===== src/rtl/mdio_pkg.sv =====
package mdio_pkg;
  typedef enum logic [1:0] {
    REG_CFG  = 2'd0,
    REG_CTL  = 2'd1,
    REG_DATA = 2'd2,
    REG_ADDR = 2'd3
  } reg_sel_e;

  localparam int DATA_BITS     = 16;
  localparam int BODY_BITS     = 32;
  localparam int PREAMBLE_BITS = 32;
  localparam int FRAME_BITS    = BODY_BITS + PREAMBLE_BITS;

  localparam int CFG_BUSY_BIT = 0;
  localparam int CFG_ERR_BIT  = 1;
  localparam int CFG_EXT_BIT  = 6;
  localparam int CTL_NOPRE    = 10;
  localparam int CTL_READ     = 15;
endpackage


===== src/rtl/mdio_clk_gen.sv =====
module mdio_clk_gen #(
  parameter int DIV_W = 8
) (
  input  logic             clk,
  input  logic             rst,
  input  logic             run,
  input  logic [DIV_W-1:0] div,
  output logic             mdc,
  output logic             rise_tick,
  output logic             fall_tick
);
  localparam int CNT_W = DIV_W + 1;

  logic [CNT_W-1:0] cnt;
  logic [CNT_W-1:0] half;
  logic             term;

  always_comb begin
    half = (div == '0) ? CNT_W'(2) : {div, 1'b0};
    term = (cnt >= half - CNT_W'(1));
  end

  assign rise_tick = run && term && !mdc;
  assign fall_tick = run && term && mdc;

  always_ff @(posedge clk) begin
    if (rst || !run) begin
      cnt <= '0;
      mdc <= 1'b0;
    end else if (term) begin
      cnt <= '0;
      mdc <= ~mdc;
    end else begin
      cnt <= cnt + CNT_W'(1);
    end
  end

  assert_mdc_idle_low_R2: assert property (@(posedge clk) disable iff (rst)
    !run |=> !mdc);
endmodule


===== src/rtl/mdio_frame_engine.sv =====
module mdio_frame_engine #(
  parameter  int FRAME_W = 64,
  parameter  int DATA_W  = 16,
  localparam int CW      = $clog2(FRAME_W + 1)
) (
  input  logic               clk,
  input  logic               rst,
  input  logic               start,
  input  logic [FRAME_W-1:0] frame,
  input  logic [CW-1:0]      len,
  input  logic               is_read,
  input  logic               rise,
  input  logic               fall,
  input  logic               mdio_i,
  output logic               busy,
  output logic               mdio_o,
  output logic               mdio_oe,
  output logic               rd_err,
  output logic [DATA_W-1:0]  rd_data,
  output logic               rd_done
);
  localparam logic [CW-1:0] LEFT_TA2  = CW'(DATA_W + 1);
  localparam logic [CW-1:0] LEFT_DATA = CW'(DATA_W);

  logic [FRAME_W-1:0] sh;
  logic [CW-1:0]      cnt;
  logic               rd_q;
  logic [CW-1:0]      cnt_nx;

  assign cnt_nx  = cnt - CW'(1);
  assign rd_done = busy && fall && rd_q && (cnt == CW'(1));

  always_ff @(posedge clk) begin
    if (rst) begin
      busy    <= 1'b0;
      sh      <= '0;
      cnt     <= '0;
      rd_q    <= 1'b0;
      mdio_o  <= 1'b1;
      mdio_oe <= 1'b0;
      rd_err  <= 1'b0;
      rd_data <= '0;
    end else if (!busy) begin
      if (start) begin
        busy    <= 1'b1;
        sh      <= frame;
        cnt     <= len;
        rd_q    <= is_read;
        mdio_o  <= frame[FRAME_W-1];
        mdio_oe <= 1'b1;
        if (is_read) rd_err <= 1'b0;
      end
    end else begin
      if (rise && rd_q) begin
        if (cnt == LEFT_TA2) rd_err <= mdio_i;
        if (cnt <= LEFT_DATA) rd_data <= {rd_data[DATA_W-2:0], mdio_i};
      end
      if (fall) begin
        if (cnt == CW'(1)) begin
          busy    <= 1'b0;
          mdio_o  <= 1'b1;
          mdio_oe <= 1'b0;
        end else begin
          sh      <= sh << 1;
          mdio_o  <= sh[FRAME_W-2];
          cnt     <= cnt_nx;
          mdio_oe <= !(rd_q && (cnt_nx <= LEFT_TA2));
        end
      end
    end
  end

  assert_idle_released_R9: assert property (@(posedge clk) disable iff (rst)
    !busy |-> !mdio_oe);
  assert_read_data_released_R7: assert property (@(posedge clk) disable iff (rst)
    (busy && rd_q && (cnt <= LEFT_DATA)) |-> !mdio_oe);
  assert_end_on_fall_R9: assert property (@(posedge clk) disable iff (rst)
    $fell(busy) |-> $past(fall));
endmodule


===== src/rtl/mdio_master.sv =====
module mdio_master #(
  parameter int DIV_W = 8
) (
  input  logic        clk,
  input  logic        rst,
  input  logic        reg_wr,
  input  logic [1:0]  reg_addr,
  input  logic [31:0] reg_wdata,
  output logic [31:0] reg_rdata,
  output logic        mdc,
  output logic        mdio_o,
  output logic        mdio_oe,
  input  logic        mdio_i
);
  import mdio_pkg::*;

  localparam int CW = $clog2(FRAME_BITS + 1);

  logic             ext_q;
  logic [DIV_W-1:0] div_q;
  logic [10:0]      ctl_q;
  logic [15:0]      data_q;
  logic [15:0]      addr_q;

  logic busy, rd_err, rd_done, rise, fall;
  logic [DATA_BITS-1:0] rd_data;

  logic go_rd, go_wr, go_ad, start;
  logic [10:0] ctl_eff;
  logic [1:0]  op, st, ta;
  logic [15:0] payload;
  logic [BODY_BITS-1:0]  body;
  logic [FRAME_BITS-1:0] frame;
  logic [CW-1:0]         len;

  logic unused_wdata;
  assign unused_wdata = ^{reg_wdata[31:16], reg_wdata[14:11], reg_wdata[7]};

  always_comb begin
    go_rd   = reg_wr && (reg_addr == REG_CTL) && reg_wdata[CTL_READ];
    go_wr   = reg_wr && (reg_addr == REG_DATA);
    go_ad   = reg_wr && (reg_addr == REG_ADDR) && ext_q;
    start   = !busy && (go_rd || go_wr || go_ad);
    ctl_eff = (reg_addr == REG_CTL) ? reg_wdata[10:0] : ctl_q;
    st      = ext_q ? 2'b00 : 2'b01;
    if (ext_q) op = go_ad ? 2'b00 : (go_rd ? 2'b11 : 2'b01);
    else       op = go_rd ? 2'b10 : 2'b01;
    ta      = go_rd ? 2'b11 : 2'b10;
    payload = go_rd ? 16'hFFFF : reg_wdata[15:0];
    body    = {st, op, ctl_eff[9:5], ctl_eff[4:0], ta, payload};
    frame   = ctl_eff[CTL_NOPRE] ? {body, {PREAMBLE_BITS{1'b1}}}
                                 : {{PREAMBLE_BITS{1'b1}}, body};
    len     = ctl_eff[CTL_NOPRE] ? CW'(BODY_BITS) : CW'(FRAME_BITS);
  end

  always_ff @(posedge clk) begin
    if (rst) begin
      ext_q  <= 1'b0;
      div_q  <= '0;
      ctl_q  <= '0;
      data_q <= '0;
      addr_q <= '0;
    end else begin
      if (rd_done) data_q <= rd_data;
      if (reg_wr) begin
        case (reg_addr)
          REG_CFG: begin
            ext_q <= reg_wdata[CFG_EXT_BIT];
            div_q <= reg_wdata[8 +: DIV_W];
          end
          REG_CTL:  if (!(busy && reg_wdata[CTL_READ])) ctl_q <= reg_wdata[10:0];
          REG_DATA: if (!busy) data_q <= reg_wdata[15:0];
          default:  if (!(busy && ext_q)) addr_q <= reg_wdata[15:0];
        endcase
      end
    end
  end

  always_ff @(posedge clk) begin
    if (rst) reg_rdata <= '0;
    else begin
      case (reg_addr)
        REG_CFG:  reg_rdata <= {16'd0, div_q, 1'b0, ext_q, 4'd0, rd_err, busy};
        REG_CTL:  reg_rdata <= {21'd0, ctl_q};
        REG_DATA: reg_rdata <= {busy, 15'd0, data_q};
        default:  reg_rdata <= {16'd0, addr_q};
      endcase
    end
  end

  mdio_clk_gen #(.DIV_W(DIV_W)) u_clk (
    .clk(clk), .rst(rst), .run(busy), .div(div_q),
    .mdc(mdc), .rise_tick(rise), .fall_tick(fall)
  );

  mdio_frame_engine #(.FRAME_W(FRAME_BITS), .DATA_W(DATA_BITS)) u_eng (
    .clk(clk), .rst(rst), .start(start), .frame(frame), .len(len),
    .is_read(go_rd), .rise(rise), .fall(fall), .mdio_i(mdio_i),
    .busy(busy), .mdio_o(mdio_o), .mdio_oe(mdio_oe), .rd_err(rd_err),
    .rd_data(rd_data), .rd_done(rd_done)
  );

  assert_launch_by_write_R9: assert property (@(posedge clk) disable iff (rst)
    $rose(busy) |-> $past(reg_wr));
  assert_busy_data_kept_R10: assert property (@(posedge clk) disable iff (rst)
    (busy && !rd_done && reg_wr && (reg_addr == REG_DATA)) |=> $stable(data_q));
endmodule


===== config.mk =====
export PLATFORM = sky130hd
export DESIGN_NAME = mdio_master
export DESIGN_NICKNAME = d
export VERILOG_FILES = /design/src/rtl/mdio_pkg.sv /design/src/rtl/mdio_clk_gen.sv /design/src/rtl/mdio_frame_engine.sv /design/src/rtl/mdio_master.sv
export SDC_FILE = /design/constraint.sdc
export NUM_CORES = 1
export LEC_CHECK = 0
export BUFFER_PORTS_ARGS = -buffer_cell sky130_fd_sc_hd__buf_2
export CORE_AREA = 4 4 143 145
export CTS_CLUSTER_SIZE = 16
export DETAILED_ROUTE_END_ITERATION = 6
export DIE_AREA = 0 0 147 149
export GPL_TIMING_DRIVEN = 0
export PLACE_DENSITY = 0.53
export SLEW_MARGIN = 5
export SYNTH_ARGS = -nofsm -noshare
export SYNTH_HDL_FRONTEND = slang
export SYNTH_SLANG_ARGS = --single-unit

===== constraint.sdc =====
create_clock -name clk -period 5.4 [get_ports clk]
set_clock_uncertainty 0.15 [all_clocks]
set_input_delay 0.54 -clock clk [delete_from_list [all_inputs] [get_ports clk]]
set_output_delay 0.54 -clock clk [all_outputs]
set_load 0.02 [all_outputs]

==> results.json <==
{
  "status": "complete, no violations",
  "hold_path.class": "input port to register",
  "cts-root-buf": "clkbuf_16",
  "startpoint_type": "register",
  "min_period_over_period": 0.839,
  "p_sw_mw": 0.755,
  "drtAntennaViolNets": 0,
  "tightest_slew_ps": 853,
  "cts_tree": "built",
  "netlist_area_um2": 7510,
  "clock_latency_ps": 430,
  "ir_drop_mv": 0.211,
  "setup_slack_ps": 871,
  "required_ps": 5540,
  "syn_area_per_cell_um2": 8.67,
  "pwr-share-clk": 0.427,
  "antenna_found_initial": 0,
  "yosysUniqueCellTypes": 55,
  "coreArea_um2": 19200,
  "io_buffers": 38,
  "wl_met3_um": 1060,
  "path_max_fanout": 10,
  "die_h_um": 149,
  "hpwlAfterDp_um": 15500,
  "met1Wirelength_um": 10300,
  "ys_async_sr_fraction": 0,
  "final_cells": 1215,
  "total_leakage_power_nw": 3.57,
  "h-tree-depth": 4,
  "cts_hold_buffers": 0,
  "cts_buffer_depth": 2,
  "drc_errors": 0,
  "finalCriticalPeriod_ps": 4530,
  "die_x_um": 147,
  "vias_per_cell": 5.16,
  "timing.hold.ws_ps": 275,
  "p_per_area_nw_per_um2": 334,
  "grt_pass1_wl_um": 34800,
  "dpl.cell_count": 1183,
  "synth_seq_cells": 170,
  "rsz0062_at_grt": "false",
  "post-cts-setup-buffer-count": 0,
  "path_clk_slew_ps": 70,
  "yosys_warnings": 0,
  "hold_viol": 0,
  "pin_count": 73,
  "synth-edff-count": 0,
  "synthCells": 866,
  "gp_congestion": 0.849,
  "grt_max_degree": 17,
  "p_comb_frac": 0.112,
  "place_ws_ps": 943,
  "drt_iter0_markers": 467,
  "area_growth_pct": 15.5,
  "p_int_mw": 2.14,
  "cts_sinks": 170,
  "start_util": 0.391,
  "fin_nets": 988,
  "p_seq_frac": 0.462,
  "n_fill_cell": 1938,
  "rows": 51,
  "grt.total_usage": 0.202,
  "grt_pass1_vias": 6178,
  "cts_resized": 0,
  "total_power_mw": 2.90,
  "worst-setup-path-type": "register to register",
  "wl_um": 21500,
  "overflow": 0,
  "insertedDiodeCount": 0,
  "vias": 6265,
  "swShare": 0.261,
  "highest_layer": "met4",
  "ys_seq_area_frac": 0.453,
  "clock.fmax_mhz": 221,
  "worstPathArrival_ps": 4670,
  "routedWlPerCell_um": 17.7,
  "maxCapViolCount": 0,
  "end_kind": "register",
  "dieArea_um2": 21900,
  "maxSlewHeadroom": 0.431,
  "synth_ff_type": "dfxtp_1",
  "slew_viol_final": 0,
  "dr.pass1.iters": 5,
  "numCtsBuffers": 17,
  "route.met2.wl_um": 9880,
  "setup_viol": 0,
  "tns_ps": 0,
  "drive_gt1_frac": 0.133
}
[placed cells by master, fill, tap and decap left out, types with 3 or more instances in the layout]
cell | synthesis | layout
nand3_1 | 6 | 6
nor2b_1 | 10 | 10
inv_1 | 9 | 9
a211oi_2 | 3 | 3
a22oi_1 | 11 | 11
buf_1 | 6 | 6
nor3b_1 | 3 | 3
xnor2_1 | 5 | 5
nand4_1 | 6 | 6
a21oi_1 | 87 | 87
clkbuf_16 | 0 | 17
buf_2 | 7 | 45
nor3_1 | 6 | 6
mux2i_1 | 55 | 55
mux4_2 | 6 | 6
clkbuf_8 | 0 | 3
mux2_2 | 11 | 11
nand2_1 | 136 | 136
or3_1 | 6 | 6
buf_4 | 21 | 21
o211ai_1 | 6 | 6
and3_1 | 3 | 3
conb_1 | 1 | 15
xor2_1 | 8 | 8
and2_1 | 3 | 3
dfxtp_1 | 170 | 170
o21ai_1 | 41 | 41
nand2b_1 | 5 | 5
a211oi_1 | 18 | 18
o22ai_1 | 32 | 32
nor2_1 | 78 | 78
clkbuf_1 | 39 | 42
ha_1 | 13 | 13
o21ai_0 | 28 | 28
[kinds of logic after synthesis]
family | Yosys count | share of synthesized area
other | 1 | 0.000499
XOR/XNOR | 13 | 0.0152
buffers and inverters | 86 | 0.0581
AO/OA/AOI/OAI | 240 | 0.187
adder cells (fa/ha/maj) | 13 | 0.0217
AND/OR/NAND/NOR | 271 | 0.157
multiplexers | 72 | 0.108
flip-flops | 170 | 0.453
[state kept, by name, summed over array words and instances, names as in the netlist]
name,flops
u_eng.sh,63
reg_rdata,17
addr_q,16
data_q,16
u_eng.rd_data,16
ctl_q,11
u_clk.cnt,9
div_q,8
u_eng.cnt,7
ext_q,1
u_clk.mdc,1
u_eng.busy,1
u_eng.mdio_o,1
u_eng.mdio_oe,1
u_eng.rd_err,1
u_eng.rd_q,1
[metal layers]
layer  vias to the layer above  track usage
li1                       3150            -
met5                         -            0
met1                      2953        0.285
met4                         0       0.0508
met3                        14       0.0343
met2                       148        0.325
[layout make-up]
cell class / instances / area [um2] / share of cell area
well taps: 265 / 332 / 0.0382
flip-flops and latches: 170 / 3400 / 0.392
inverters: 9 / 33.8 / 0.00389
clock inverters: 9 / 111 / 0.0128
plain buffers: 77 / 403 / 0.0464
clock buffers: 23 / 478 / 0.0551
repair buffers: 38 / 190 / 0.0219
multi-input cells: 624 / 3720 / 0.429
[synthesized netlist by cell type (all sizes together), types with 7 or more instances]
master,n,area [um2]
a211oi,21,173
nor2,78,293
o22ai,32,200
mux2,11,124
a22oi,11,82.6
dfxtp,170,3400
o21ai,69,345
nand2,136,510
inv,9,33.8
xor2,8,70.1
buf,36,246
ha,13,163
nand4,7,58.8
a21oi,88,444
nand3,7,40.0
mux2i,55,551
nor2b,10,62.6
clkbuf,41,156
[final timing paths]
kind	startpoint	depth (start not counted)	endpoint	slack (ps)
setup / recovery	div_q[2]$_SDFFE_PP0P_	17	u_eng.rd_data[13]$_SDFFE_PP0P_	870
hold / removal	reg_wdata[2]	3	addr_q[2]$_SDFFE_PP0P_	280
setup reg to reg	div_q[2]$_SDFFE_PP0P_	17	u_eng.rd_data[13]$_SDFFE_PP0P_	870
hold reg to reg	u_eng.sh[53]$_SDFFE_PP0P_	2	u_eng.sh[53]$_SDFFE_PP0P_	300
[power by group through the flow]
stage / sequential (mW) / clock, mW / combinational (mW)
global route: 1.34 / 1.30 / 0.361
global placement: 1.36 / 0 / 0.320
CTS: 1.34 / 1.26 / 0.323
detailed placement: 1.36 / 0 / 0.321
floorplan: 1.36 / 0 / 0.219
finish: 1.34 / 1.24 / 0.324
[worst max-delay path: stages (launching register included)]
cell and delay [ps]:
dfxtp_1 390, or4_1 560, or3_1 340, o21bai_1 310, inv_1 90, ha_1 250, inv_1 60, nor2_1 50
xnor2_1 120, ha_1 300, o21ai_0 210, nor2_1 70, or4_4 540, buf_6 170, nand3_2 200, buf_4 290
mux2i_1 230, nor2_1 60
[per-stage QoR]
step | util | area (um2)
6_report | 0.452 | 8670
5_1_grt | 0.452 | 8670
4_1_cts | 0.452 | 8670
3_5_place_dp | 0.421 | 8090
3_3_place_gp | 0.421 | 8090
2_1_floorplan | - | 7560
Note: power is estimated with default switching activity, not from simulation.
